[config.mk]
export PLATFORM = sky130hd
export DESIGN_NAME = rng_repeat_guard
export DESIGN_NICKNAME = d
export VERILOG_FILES = /design/src/rtl/rrg_pkg.sv /design/src/rtl/rrg_cmp.sv /design/src/rtl/rrg_hist.sv /design/src/rtl/rrg_sticky.sv /design/src/rtl/rng_repeat_guard.sv
export SDC_FILE = /design/constraint.sdc
export NUM_CORES = 1
export LEC_CHECK = 0
export ABC_AREA = 1
export ABC_CLOCK_PERIOD_IN_PS = 1460
export CORE_ASPECT_RATIO = 1.25
export CORE_MARGIN = 5
export CORE_UTILIZATION = 39
export DETAILED_ROUTE_END_ITERATION = 6
export PLACE_DENSITY_LB_ADDON = 0.25
export SETUP_SLACK_MARGIN = 0.5
export SYNTH_ARGS = -nofsm -noshare
export SYNTH_HDL_FRONTEND = slang
export SYNTH_SLANG_ARGS = --single-unit
[constraint.sdc]
create_clock -name clk -period 1.46 [get_ports clk]
set_input_delay 0.146 -clock clk [delete_from_list [all_inputs] [get_ports clk]]
set_output_delay 0.146 -clock clk [all_outputs]
set_load 0.05 [all_outputs]
[src/rtl/rrg_pkg.sv]
package rrg_pkg;

  // Default geometry of the guarded stream
  parameter int unsigned WORD_W_DEF  = 128;
  parameter int unsigned CMP_LSB_DEF = 0;
  parameter int unsigned CMP_W_DEF   = 64;
  parameter int unsigned LANE_W_DEF  = 16;

  // Widest lane the comparator function accepts
  parameter int unsigned LANE_MAX_W  = 64;

  // Returns 1 when the low w bits of a and b differ anywhere
  function automatic logic lane_differs(input logic [LANE_MAX_W-1:0] a,
                                        input logic [LANE_MAX_W-1:0] b,
                                        input int unsigned w);
    logic d;
    d = 1'b0;
    for (int unsigned i = 0; i < LANE_MAX_W; i++) begin
      if (i < w) d = d | (a[i] ^ b[i]);
    end
    return d;
  endfunction

  // A repeat counts only when the guard is on, a word moves and history exists
  function automatic logic repeat_hit(input logic en,
                                      input logic moved,
                                      input logic have_prev,
                                      input logic same);
    return en & moved & have_prev & same;
  endfunction

endpackage

[src/rtl/rrg_cmp.sv]
module rrg_cmp #(
  parameter int unsigned CMP_W  = rrg_pkg::CMP_W_DEF,
  parameter int unsigned LANE_W = rrg_pkg::LANE_W_DEF
) (
  input  logic [CMP_W-1:0] cur_i,
  input  logic [CMP_W-1:0] prev_i,
  output logic             same_o
);
  import rrg_pkg::*;

  localparam int unsigned NUM_LANES = CMP_W / LANE_W;
  localparam int unsigned LMW       = LANE_MAX_W;

  logic [NUM_LANES-1:0] lane_diff;

  for (genvar g = 0; g < NUM_LANES; g++) begin : g_lane
    logic [LANE_W-1:0] cur_lane, prev_lane;
    assign cur_lane  = cur_i[g*LANE_W +: LANE_W];
    assign prev_lane = prev_i[g*LANE_W +: LANE_W];
    assign lane_diff[g] = lane_differs(LMW'(cur_lane), LMW'(prev_lane), LANE_W);
  end

  assign same_o = ~|lane_diff;

endmodule

[src/rtl/rrg_hist.sv]
module rrg_hist #(
  parameter int unsigned CMP_W = rrg_pkg::CMP_W_DEF
) (
  input  logic             clk,
  input  logic             rst_n,
  input  logic             en_i,
  input  logic             take_i,
  input  logic [CMP_W-1:0] slice_i,
  output logic [CMP_W-1:0] prev_o,
  output logic             prev_vld_o
);

  logic [CMP_W-1:0] prev_q;
  logic             vld_q;

  // Stored slice follows every accepted word
  always_ff @(posedge clk or negedge rst_n) begin
    if (!rst_n)      prev_q <= '0;
    else if (take_i) prev_q <= slice_i;
  end

  // History valid: set by an accepted word, dropped whenever disabled
  always_ff @(posedge clk or negedge rst_n) begin
    if (!rst_n)     vld_q <= 1'b0;
    else if (!en_i) vld_q <= 1'b0;
    else if (take_i) vld_q <= 1'b1;
  end

  assign prev_o     = prev_q;
  assign prev_vld_o = vld_q;

endmodule

[src/rtl/rrg_sticky.sv]
module rrg_sticky (
  input  logic clk,
  input  logic rst_n,
  input  logic en_i,
  input  logic hit_i,
  output logic flag_o
);

  logic flag_q;

  always_ff @(posedge clk or negedge rst_n) begin
    if (!rst_n)     flag_q <= 1'b0;
    else if (!en_i) flag_q <= 1'b0;
    else if (hit_i) flag_q <= 1'b1;
  end

  assign flag_o = flag_q;

endmodule

[src/rtl/rng_repeat_guard.sv]
module rng_repeat_guard #(
  parameter int unsigned WORD_W  = rrg_pkg::WORD_W_DEF,
  parameter int unsigned CMP_LSB = rrg_pkg::CMP_LSB_DEF,
  parameter int unsigned CMP_W   = rrg_pkg::CMP_W_DEF,
  parameter int unsigned LANE_W  = rrg_pkg::LANE_W_DEF
) (
  input  logic              clk,
  input  logic              rst_n,
  input  logic              enable,
  input  logic              in_valid,
  input  logic [WORD_W-1:0] in_data,
  output logic              in_ready,
  output logic              out_valid,
  output logic [WORD_W-1:0] out_data,
  input  logic              out_ready,
  output logic              err
);
  import rrg_pkg::*;

  localparam int unsigned CMP_MSB = CMP_LSB + CMP_W - 1;

  // Named internal events, observed by the bound checker
  logic             accept_w;
  logic             same_w;
  logic             hit_w;
  logic             prev_vld_w;
  logic [CMP_W-1:0] slice_w;
  logic [CMP_W-1:0] prev_w;

  // Zero-latency pass-through
  assign out_valid = in_valid;
  assign out_data  = in_data;
  assign in_ready  = out_ready;

  assign accept_w = in_valid & out_ready;
  assign slice_w  = in_data[CMP_MSB:CMP_LSB];

  rrg_hist #(.CMP_W(CMP_W)) u_hist (
    .clk        (clk),
    .rst_n      (rst_n),
    .en_i       (enable),
    .take_i     (accept_w),
    .slice_i    (slice_w),
    .prev_o     (prev_w),
    .prev_vld_o (prev_vld_w)
  );

  rrg_cmp #(.CMP_W(CMP_W), .LANE_W(LANE_W)) u_cmp (
    .cur_i  (slice_w),
    .prev_i (prev_w),
    .same_o (same_w)
  );

  assign hit_w = repeat_hit(enable, accept_w, prev_vld_w, same_w);

  rrg_sticky u_sticky (
    .clk    (clk),
    .rst_n  (rst_n),
    .en_i   (enable),
    .hit_i  (hit_w),
    .flag_o (err)
  );

endmodule

=== Word-level counts from Yosys, hierarchy flattened ===
Cells that the tools add are included.

* Register bits: 66
* Input bits: 133
* Output and inout port bits: 131
* Logic and storage cells: 139

* Equality and inequality tests: 2
* Mux-type cells: 4
* Bitwise logic cells: 128
* Reductions and logical operators: 2

{| class="wikitable"
|+ Operator list
! kind !! count
|-
| bitwise XOR 1 bit || 64
|-
| OR 1 bit || 60
|-
| bitwise AND 1 bit || 4
|-
| two-way mux 1 bit || 4
|-
| inequality test 2 x 1 -> 1 bit, second input constant || 2
|-
| OR reduction 4 bit || 1
|-
| logical NOT 1 bit || 1
|}

=== Depth between registers and ports, before layout ===
Gate-level depths: netlist of the first run.

* Word-level depth: 21
* Mapped depth: 10

=== By module ===
From an unflattened synthesis of the first run, not the netlist that was laid out.

* Cells, all modules: 567
* Area total of the unflattened synthesis: 4,356.7 µm²

{| class="wikitable"
|+ Modules (own cells, without submodules)
! module !! instances !! cells each !! area each (µm²)
|-
| rrg_hist || 1 || 274 || 2,461.1
|-
| rng_repeat_guard || 1 || 134 || 992.2
|-
| rrg_cmp || 1 || 155 || 867.1
|-
| rrg_sticky || 1 || 4 || 36.3
|}

=== Worst setup path after synthesis of the first run ===
No wires, ideal clock.

* Path type: reg-to-reg
* Start: register u_hist.prev_q[49] (netlist: u_hist.prev_o[49])
* End: register u_sticky.flag_q (netlist: u_sticky.flag_o)
* Setup time: 0.073 ns
* Data arrival time: 1.008 ns
* Slack: 0.379 ns
* Stages on the path, launching flop included: 9
* Path through: dfrtp_1 > xor2_1 > nor2_1 > nand2_1 > nor2_1 > nand2_1 > nor2_1 > nand3_1 > a21oi_2

* Longest elaborated chain between the ends: 20

{| class="wikitable"
|+ RTL lines
! element !! RTL line !! source
|-
| start: declaration || rrg_hist.sv:13 || <nowiki>logic [CMP_W-1:0] prev_q;</nowiki>
|-
| start signal: assignment || rrg_hist.sv:19 || <nowiki>else if (take_i) prev_q <= slice_i;</nowiki>
|-
| bitwise XOR 1 bit || rrg_pkg.sv:19 || <nowiki>if (i < w) d = d | (a[i] ^ b[i]);</nowiki>
|-
| OR 1 bit (15 in a row) || rrg_pkg.sv:19 ||
|-
| OR reduction 4 bit || rrg_cmp.sv:23 || <nowiki>assign same_o = ~|lane_diff;</nowiki>
|-
| logical NOT 1 bit || rrg_cmp.sv:23 ||
|-
| bitwise AND 1 bit || rrg_pkg.sv:29 || <nowiki>return en & moved & have_prev & same;</nowiki>
|-
| inequality test 2 x 1 -> 1 bit (no line) || - ||
|-
| end signal: assignment || rrg_sticky.sv:12 || <nowiki>if (!rst_n) flag_q <= 1'b0;</nowiki>
|-
| end signal: assignment || rrg_sticky.sv:13 || <nowiki>else if (!en_i) flag_q <= 1'b0;</nowiki>
|-
| end signal: assignment || rrg_sticky.sv:14 || <nowiki>else if (hit_i) flag_q <= 1'b1;</nowiki>
|-
| end: declaration || rrg_sticky.sv:9 || <nowiki>logic flag_q;</nowiki>
|}

Every way passes these cells.
A chain may end at the register's enable or synchronous reset.

=== Final worst setup path of the first run ===
* Start: register u_hist.prev_q[47] (netlist: u_hist.prev_o[47])
* End: register u_sticky.flag_q (netlist: u_sticky.flag_o)

* Longest elaborated chain between the ends: 6

{| class="wikitable"
|+ RTL lines
! element !! RTL line
|-
| bitwise XOR 1 bit || rrg_pkg.sv:19
|-
| OR 1 bit || rrg_pkg.sv:19
|-
| OR reduction 4 bit || rrg_cmp.sv:23
|-
| logical NOT 1 bit || rrg_cmp.sv:23
|-
| bitwise AND 1 bit || rrg_pkg.sv:29
|-
| inequality test 2 x 1 -> 1 bit (no line) || -
|}

Every way passes these cells.

==> run_results.csv, run 1 <==
group,metric,value,unit
drt,vias_per_cell,4.454,
sta,relSlewSlack,75.46,%
finish,insertedDiodeCount,0,
power,irDropWorstVdd,0.5985,mV
die,rows,44,
place,gp_congestion,0.7680,
grt,grt_max_degree,67,
yosys,ys_async_sr_fraction,100.0,%
yosys,synthMuxAreaShare,10.58,%
clock_tree,cts.htree.levels,3,
finish,num-nets-final,750,
die,die_area,13920,um^2
drt,drt_pre_antenna_iters,4,
grt,grt_use_total,15.11,%
drt,routedWlPerCell,13.80,um
yosys,synth_compound_area_share,3.278,%
worst_setup_path,slowest_delay,0.39,ns
hold_path,min_from,"in_data[5]",
clock_tree,clkTransAtPathRegs,0.05,ns
worst_setup_path,r2r_slack,0.18,ns
yosys,synthXorXnorAreaFrac,7.135,%
hold_path,worstHoldEndpoint,"u_hist.prev_o[5]",
worst_setup_path,path_cells,"xnor2_1 > nand2_1 > nor2_1 > nand2_1 > nor2_2 > nand3_1 > a21oi_2",
sta,period_needed,1.282,ns
finish,finalCoreUtilization,57.23,%
hold_path,holdPathStages,3,
worst_setup_path,end_kind,"register",
yosys,yosys.cell_count.top_type,"nand2_1",
flow_run,drv_cap,0,
clock_tree,cts_sinks,66,
worst_setup_path,start_kind,"register",
yosys,synth_top_family_by_area,"buffers and inverters",
yosys,syn_nets,675,
sta,hold_viol,0,
clock_tree,worstSkewPairLatency,0.32,ns
yosys,ys_ff_latch,66,
yosys,yosysWarnings,0,
yosys,yosysSeqAreaShare,36.36,%
place,dpl.hpwl,8.278,mm
yosys,avgSynthCellArea,8.380,um^2
yosys,yosysTopAreaCell,"dfrtp_1",
yosys,synthSimpleGateAreaFrac,14.88,%
die,fp.dieW,106.5,um
status,outcome,"complete, no violations",
clock_tree,cts_root_buffer,"clkbuf_16",
finish,stdcell_count,760,
power,total_power,6.395,mW
drt,wl,10.49,mm
place,place_inst,740,
grt,grt_pass1_wl,16.60,mm
drt,remaining_drc_errors,0,
drt,drt_iter0_drc,76,
sta,min_period_over_period,87.79,%
worst_setup_path,cp_slowest_cell,"dfrtp_1",
sta,rsz0062_at_grt,"true",
yosys,ys.flop_type,"dfrtp_1",
grt,antenna_found_initial,0,
yosys,syn_area,4542,um^2
die,start_util,39.47,%
worst_setup_path,crit_buf_inv,0,
worst_setup_path,r2r_start,"u_hist.prev_o[47]",
worst_setup_path,path_delay_family,"simple AND/OR/NAND/NOR gates",
worst_setup_path,worstRegToRegCells,7,
clock_tree,cts_made_buffers,9,
place,portBuffers,135,
sta,finalSetupViolations,0,
yosys,synth_cells,542,
finish,area_growth,44.99,%
sta,fmax,780.2,MHz
sta,final_max_slew_viol_count,0,
yosys,synth.distinct_cells,17,
yosys,synth_top_cell_area_share,36.36,%
worst_setup_path,crit_path_max_fanout,2,
die,die_y,130.7,um
clock_tree,cts_tree,"done",
drt,vias,3385,
power,power_per_cell_area,971.1,nW/um^2
grt,grt_pass1_vias,3617,
sta,clock_skew,0.005379,ns
power,cellLeakagePower,3.365,nW
hold_path,hp-class,"primary input to register",
grt,overflow,0,
yosys,synth_commonest_cells,"143 x nand2_1, 130 x buf_4, 66 x dfrtp_1",
worst_setup_path,cp_data_arrival_time,1.53,ns
die,io_pins,264,
finish,drive_gt1_share,30.87,%
worst_setup_path,critPathKind,"register to register",
die,core_area,11510,um^2
clock_tree,ctsLongestPathBuffers,2,
place,dpl-instance-area,6192,um^2
yosys,yosys.area_share.adder,0,%
sta,worst_slew_pin_slew,0.3681,ns
drt,final_antenna_net_count,0,
yosys,synth.area.top_cells,"dfrtp_1 36%, buf_4 21%, nand2_1 12%",
worst_setup_path,r2r_end,"u_sticky.flag_o",
worst_setup_path,required,1.71,ns
finish,design_area,6585,um^2
yosys,synth_edf_count,0,
worst_setup_path,crit_top_cell,"nand2_1",
[layout by cell type, fill, tap and decap left out, drive strengths merged, types with 4 or more instances in the layout]
| cell | netlist | final |
|---|---|---|
| nand2 | 143 | 143 |
| buf | 137 | 135 |
| dfrtp | 66 | 66 |
| dlygate4sd2 | 0 | 63 |
| inv | 57 | 57 |
| xnor2 | 35 | 35 |
| mux2 | 35 | 35 |
| nor2 | 31 | 31 |
| o21ai | 27 | 27 |
| clkbuf | 3 | 15 |
| nand3 | 4 | 4 |
[report_power, final]
part	internal, mW	total, mW	switching, mW
Clock	1.41	2.15	0.739
Combinational	1.05	1.98	0.928
Sequential	2.08	2.26	0.182
[per-layer routing]
layer  global-route usage (%)  routed length, um
met5                        0                  0
met4                    9.857                521
met3                    6.486               1134
met2                    26.37               5201
met1                    14.65               3628
[registers in the layout (all words and copies together), names as in the netlist]
register	count
u_sticky.flag_o	1
u_hist.prev_o	64
u_hist.prev_vld_o	1
[cell type report]
class | count | area [um^2]
clock buffers | 14 | 264.0
multi-input cells | 279 | 1649
fillers | 1015 | 4921
repair buffers | 204 | 2599
clock inverters | 2 | 35.03
flip-flops and latches | 66 | 1652
inverters | 57 | 214.0
well taps | 138 | 172.7
[through the flow]
step | setup WS, ns | TNS [ns] | hold slack [ns]
finish | 0.1783 | 0 | 0.1711
global route | 0.02248 | 0 | 0.1995
CTS | 0.1623 | 0 | 0.2657
detailed placement | -0.2393 | -3.890 | 0.1984
global placement | -0.2316 | -2.139 | 0.1950
floorplan | 0.3786 | 0 | -0.1496
[cells by family after synthesis]
group / Yosys count
buffers and inverters: 197
and+or+nand+nor: 178
DFF: 66
xor gates and xnor gates: 37
muxes: 35
AOI/OAI and AO/OA: 29
[worst max-delay path by stage]
| stage | startpoint | to | depth (start not counted) |
|---|---|---|---|
| global route | u_hist.prev_o[28] | u_sticky.flag_o | 10 |
| global placement | in_data[25] | u_sticky.flag_o | 11 |
| finish | u_hist.prev_o[47] | u_sticky.flag_o | 7 |
| detailed placement | in_data[28] | u_sticky.flag_o | 11 |
| CTS | u_hist.prev_o[4] | u_sticky.flag_o | 10 |
| floorplan | u_hist.prev_o[49] | u_sticky.flag_o | 8 |
[tightest hold or removal path, delay by kind of cell]
family                 cells  cell delay, ns
buffers and inverters      2            0.21
AOI/OAI and AO/OA          1            0.08
[timing repair]
item,CTS,global route
endpoints found under the hold margin,66,0
buffers inserted,1,0
hold buffers,1,0
pin swaps,2,2
setup endpoints to repair,126,41
gates resized for setup,90,8
gates cloned,1,1
(Power assumes the default switching activity.)
==> inputs of run 2 (changes only) <==
- CORE_AREA: not set -> 5 5 100 102
- CORE_ASPECT_RATIO: 1.25 -> not set
- CORE_MARGIN: 5 -> not set
- CORE_UTILIZATION: 39 -> not set
- DIE_AREA: not set -> 0 0 105 107
- DONT_BUFFER_PORTS: not set -> 1
==> run 2 against run 1 <==
Compared with the run above:
- the run now ends with negative hold slack left
- non-clock buffer count down 134
- count of clock-buffer cells in the layout down 4
- critical path depth up 2
- first-iteration DRC count up 67%
- utilization down 6.5 points
- via count down 16%
- critical path type unchanged
- sequential share of layout area up 11 points
==> run_results.csv, run 2 (synthesis gave the netlist of run 1 again) <==
group,metric,value,unit
worst_setup_path,required,1.73,ns
flow_run,drv_cap,0,
finish,drive_gt1_share,12.30,%
power,p_comb_share,18.9,%
grt,grt_pass1_vias,3015,
finish,num-nets-final,616,
die,die_area,11240,um^2
sta,period_needed,1.288,ns
finish,fillers,837,
grt,grt_max_degree,67,
finish,final_cell_mix,"141 x nand2_1, 66 x dlygate4sd3_1, 66 x dfrtp_1, 57 x inv_1, 35 x xnor2_1",
worst_setup_path,start_kind,"register",
clock_tree,clkTransAtPathRegs,0.08,ns
sta,rsz0062_at_grt,"true",
clock_tree,cts_tree,"done",
power,internal-power,3.614,mW
clock_tree,cts_made_buffers,9,
sta,holdWs,-0.5005,ns
die,rows,35,
finish,largest_reg_flops,64,
clock_tree,worstSkewPairLatency,0.33,ns
place,dp_slack,0.1690,ns
status,failed_checks,"negative hold slack",
sta,min_period_over_period,88.19,%
die,core_area,9021,um^2
sta,worst_slew_pin_slew,0.3905,ns
place,dpl-instance-area,3684,um^2
power,irDropWorstVdd,0.5069,mV
clock_tree,postCtsHoldBufs,66,
sta,fmax,776.7,MHz
worst_setup_path,critPathKind,"register to register",
sta,finalSetupViolations,0,
finish,final_common_cell,"nand2_1",
sta,final_max_slew_viol_count,0,
place,place_inst,517,
worst_setup_path,crit_path_max_fanout,3,
power,cellLeakagePower,2.252,nW
drt,routedWlPerCell,13.85,um
worst_setup_path,cp_data_arrival_time,1.56,ns
finish,multi_input_area,1644,um^2
die,fp.dieW,105,um
sta,relSlewSlack,73.97,%
finish,design_area,4573,um^2
drt,vias,2832,
worst_setup_path,end_kind,"register",
drt,final_antenna_net_count,0,
clock_tree,ctsLongestPathBuffers,2,
sta,timing.final.ws_setup,0.1725,ns
sta,hold_viol,66,
status,outcome,"complete, but fails checks",
sta,fin_setup_tns,0,ns
drt,drt_iter0_drc,127,
power,p_sw_share,25.74,%
grt,grt_use_total,15.42,%
finish,seq_area,1652,um^2
clock_tree,post_cts_buffers,0,
grt,grt_pass1_wl,14.16,mm
place,dpl.hpwl,5.466,mm
power,seqPwrFrac,46.2,%
clock_tree,cts_root_buffer,"clkbuf_8",
power,p_sw,1.253,mW
die,start_util,50.35,%
drt,vias_per_cell,4.728,
grt,overflow,0,
die,die_y,107,um
sta,clock_skew,0.007252,ns
clock_tree,cts.htree.levels,3,
finish,area_growth,0.6888,%
hold_path,hp-class,"primary input to asynchronous set/reset pin",
power,power_per_cell_area,1064,nW/um^2
place,gp_congestion,0.7011,
place,portBuffers,0,
finish,insertedDiodeCount,0,
drt,wl,8.297,mm
drt,drt_pre_antenna_iters,4,
drt,remaining_drc_errors,0,
grt,antenna_found_initial,0,
die,io_pins,264,
power,clkPwrFrac,34.8,%
finish,stdcell_count,599,
clock_tree,cts_sinks,66,
-- run 2: cell types whose count changed in the layout (fill, tap and decap cells not counted), moves of 7 or more --
cell / delta
buf_6: -17
clkbuf_8: +7
dlygate4sd3_1: +65
dlygate4sd2_1: -63
buf_12: -68
buf_4: -43
clkbuf_16: -10
-- run 2: per-layer routing --
layer  global-route usage (%)  part of all wire, %
met1                    18.58                   44
met2                    24.64                   46
met3                    7.044                  9.2
met4                    4.749                  1.2
met5                        0                    0
-- run 2: path summary, 6_finish.rpt --
kind | end | startpoint | cells after the start | slack, ns
min in group clk | u_hist.prev_o[19] | in_data[19] | 2 | 0.01
max in group asynchronous | u_hist.prev_o[0] | rst_n | 0 | 1.78
min | u_hist.prev_o[38] | rst_n | 0 | -0.50
max | u_sticky.flag_o | u_hist.prev_o[28] | 9 | 0.17
min reg2reg | u_hist.prev_o[49] | u_hist.prev_o[49] | 2 | 0.49
max reg2reg | u_sticky.flag_o | u_hist.prev_o[28] | 9 | 0.17
-- run 2: power groups by stage --
stage	registers [mW]	logic [mW]	clock network (mW)
final	2.25	0.922	1.69
after CTS	2.25	0.928	1.77
after detailed placement	2.28	0.784	0
after global routing	2.29	1.05	1.83
after global placement	2.27	0.762	0
after floorplan	2.25	1.66	0
-- run 2: layout make-up --
| type | instances | share of cell area, % |
|---|---|---|
| sequential | 66 | 36.11 |
| multi-input combinational | 279 | 35.95 |
| timing repair buffer | 70 | 15.46 |
| inverter | 57 | 4.679 |
| tap | 111 | 3.037 |
| clock buffer | 10 | 2.791 |
| clock inverter | 6 | 1.970 |
-- run 2: stage by stage --
stage | total power [mW] | hold WS, ns | util (%)
floorplan | 3.902 | -0.1496 | -
global placement | 3.030 | -0.1478 | 40.83
detailed placement | 3.065 | -0.1477 | 40.83
CTS | 4.944 | -0.5287 | 50.64
global route | 5.170 | -0.5338 | 50.69
finish | 4.867 | -0.5005 | 50.69
-- run 2: critical path, stage by stage (launching register included) --
cell	delay, ns
dfrtp_1	0.40
nand2_1	0.08
nand2_1	0.05
nor2_1	0.10
nand2_1	0.06
nor2_1	0.10
nand2_1	0.11
nor2_1	0.10
nand3_1	0.09
a21oi_2	0.14
-- run 2: timing repair --
item | in CTS | in global routing
endpoints found under the hold margin | 131 | 66
endpoints found under the setup margin | 2 | 2
gates cloned | 0 | 0
gates resized for setup | 2 | 2
pin swaps | 6 | 6
==> inputs of run 3 (changes only) <==
- ABC_CLOCK_PERIOD_IN_PS: 1460 -> not set
- GPL_TIMING_DRIVEN: not set -> 0
- SETUP_SLACK_MARGIN: 0.5 -> not set
==> run 3 against run 2 <==
Compared with the run above:
- the flow still finishes with violations (negative hold slack)
- count of clock-buffer cells in the layout rose by 1
- hold slack improved by 0.0053 ns
- via count rose by 20%
- largest cell class is now buffers
- global-route usage rose by 2.0 points
- highest routed layer unchanged
- critical path type unchanged
- maximum frequency fell by 3.7%
- flip-flop and latch count did not move
- sequential power barely moved
- combinational power rose by 110%
- worst setup slack got worse by 0.049 ns
==> run_results.csv, run 3 (synthesis gave the netlist of run 1 again) <==
group,metric,value,unit
status,outcome,"complete, but fails checks",
status,failed_checks,"negative hold slack",
clock_tree,cts_made_buffers,9,
hold_path,hp-class,"primary input to asynchronous set/reset pin",
worst_setup_path,crit_cells,7,
power,cellLeakagePower,2.885,nW
drt,drt_iter0_drc,100,
die,fp.dieW,105,um
grt,grt_max_degree,67,
drt,vias_per_cell,4.620,
drt,routedWlPerCell,14.04,um
finish,largest_reg_flops,64,
drt,wl,10.34,mm
sta,period_needed,1.337,ns
sta,holdWs,-0.4951,ns
drt,drt_pre_antenna_iters,4,
sta,hold_viol,66,
power,power_per_cell_area,1055,nW/um^2
grt,overflow,0,
worst_setup_path,crit_path_max_fanout,2,
grt,grt_use_total,17.38,%
sta,clock_skew,0.007683,ns
worst_setup_path,r2r_start,"u_hist.prev_o[47]",
worst_setup_path,end_kind,"register",
clock_tree,ctsLongestPathBuffers,2,
clock_tree,post_cts_buffers,0,
die,start_util,50.35,%
place,dp_slack,0.1395,ns
finish,final_common_cell,"nand2_1",
sta,worst_slew_pin_slew,0.4964,ns
finish,seq_area,1652,um^2
worst_setup_path,required,1.72,ns
power,p_comb_share,32.7,%
drt,remaining_drc_errors,0,
place,dpl.hpwl,7.209,mm
finish,insertedDiodeCount,0,
clock_tree,cts_root_buffer,"clkbuf_8",
clock_tree,post_cts_resize_count,0,
worst_setup_path,r2r_end,"u_sticky.flag_o",
sta,fin_setup_tns,0,ns
drt,vias,3400,
sta,relSlewSlack,66.91,%
grt,antenna_found_initial,0,
die,die_area,11240,um^2
power,total_power,5.879,mW
sta,min_period_over_period,91.55,%
worst_setup_path,worstRegToRegCells,7,
worst_setup_path,crit_buf_inv,0,
drt,final_antenna_net_count,0,
flow_run,drv_cap,0,
sta,fmax,748.2,MHz
finish,drive_gt1_share,30.24,%
worst_setup_path,path_delay_family,"simple AND/OR/NAND/NOR gates",
place,gp_congestion,0.7453,
finish,final_cell_mix,"143 x nand2_1, 130 x buf_4, 67 x dlygate4sd3_1, 66 x dfrtp_1, 57 x inv_1",
clock_tree,postCtsHoldBufs,67,
worst_setup_path,critPathKind,"register to register",
clock_tree,cts_sinks,66,
clock_tree,cts.htree.levels,3,
sta,final_max_slew_viol_count,0,
place,portBuffers,0,
finish,multi_input_area,1629,um^2
clock_tree,cts_tree,"done",
finish,finalCoreUtilization,61.75,%
power,p_sw,1.985,mW
die,die_y,107,um
grt,grt_pass1_vias,3411,
clock_tree,clkTransAtPathRegs,0.08,ns
die,core_area,9021,um^2
finish,num-nets-final,753,
sta,rsz0062_at_grt,"false",
clock_tree,worstSkewPairLatency,0.34,ns
worst_setup_path,cp_data_arrival_time,1.60,ns
worst_setup_path,path_cells,"xnor2_1 > nand2_1 > nor2_1 > nand2_1 > nor2_1 > nand3_1 > a21oi_2",
power,clkPwrFrac,29.0,%
power,seqPwrFrac,38.4,%
power,p_sw_share,33.76,%
grt,grt_pass1_wl,16.08,mm
sta,finalSetupViolations,0,
worst_setup_path,r2r_slack,0.12,ns
sta,timing.final.ws_setup,0.1234,ns
worst_setup_path,start_kind,"register",
die,rows,35,
finish,area_growth,22.64,%
finish,fillers,765,
worst_setup_path,cp_slowest_cell,"dfrtp_1",
power,irDropWorstVdd,0.7511,mV
power,internal-power,3.894,mW
worst_setup_path,slowest_delay,0.40,ns
die,io_pins,264,
## run 3: cell count changes in the layout (fill, tap and decap cells not counted), moves of 2 or more
cell	change
nor2_2	-2
nand2_1	+2
nor2_1	+2
buf_2	+3
buf_6	+3
clkbuf_1	+3
buf_4	+128
## run 3: final cells by class
class                      instances  share of cell area, %
sequential                        66                  29.65
inverter                          57                  3.841
timing repair buffer              67                  12.04
multi-input combinational        279                  29.25
clock inverter                     5                  1.393
tap                              111                  2.493
clock buffer                      11                  2.538
buffer                           140                  18.80
## run 3: power groups by stage
stage	registers [mW]	logic [mW]	clock network, mW
detailed placement	2.28	1.78	0
finish	2.26	1.92	1.70
floorplan	2.25	1.66	0
CTS	2.25	1.93	1.76
global route	2.29	2.06	1.84
global placement	2.27	1.76	0
## run 3: worst reg2reg max path, cell delays in order, from the launching register on
cell and delay, ns:
dfrtp_1 0.40, xnor2_1 0.18, nand2_1 0.07, nor2_1 0.13, nand2_1 0.07, nor2_1 0.15, nand3_1 0.13, a21oi_2 0.13
## run 3: through the flow
step | area [um^2] | std cells
after floorplan | 4542 | 542
after global placement | 4681 | 653
after detailed placement | 4681 | 653
after CTS | 5570 | 736
after global routing | 5570 | 736
final | 5570 | 736
## run 3: how the worst max path moves through the flow
stage,start,end,slack (ns)
after floorplan,u_hist.prev_o[49],u_sticky.flag_o,0.38
after global placement,u_hist.prev_o[47],u_sticky.flag_o,0.18
after detailed placement,u_hist.prev_o[47],u_sticky.flag_o,0.14
after CTS,u_hist.prev_o[47],u_sticky.flag_o,0.11
after global routing,u_hist.prev_o[47],u_sticky.flag_o,0.003
final,u_hist.prev_o[47],u_sticky.flag_o,0.12
## run 3: layer usage
layer	up-vias	global-route usage [%]	part of all wire (%)
met5	-	0	0
met2	139	29.45	50
met4	0	3.288	0.56
met3	6	6.562	8.5
li1	1663	-	-
met1	1592	21.26	41
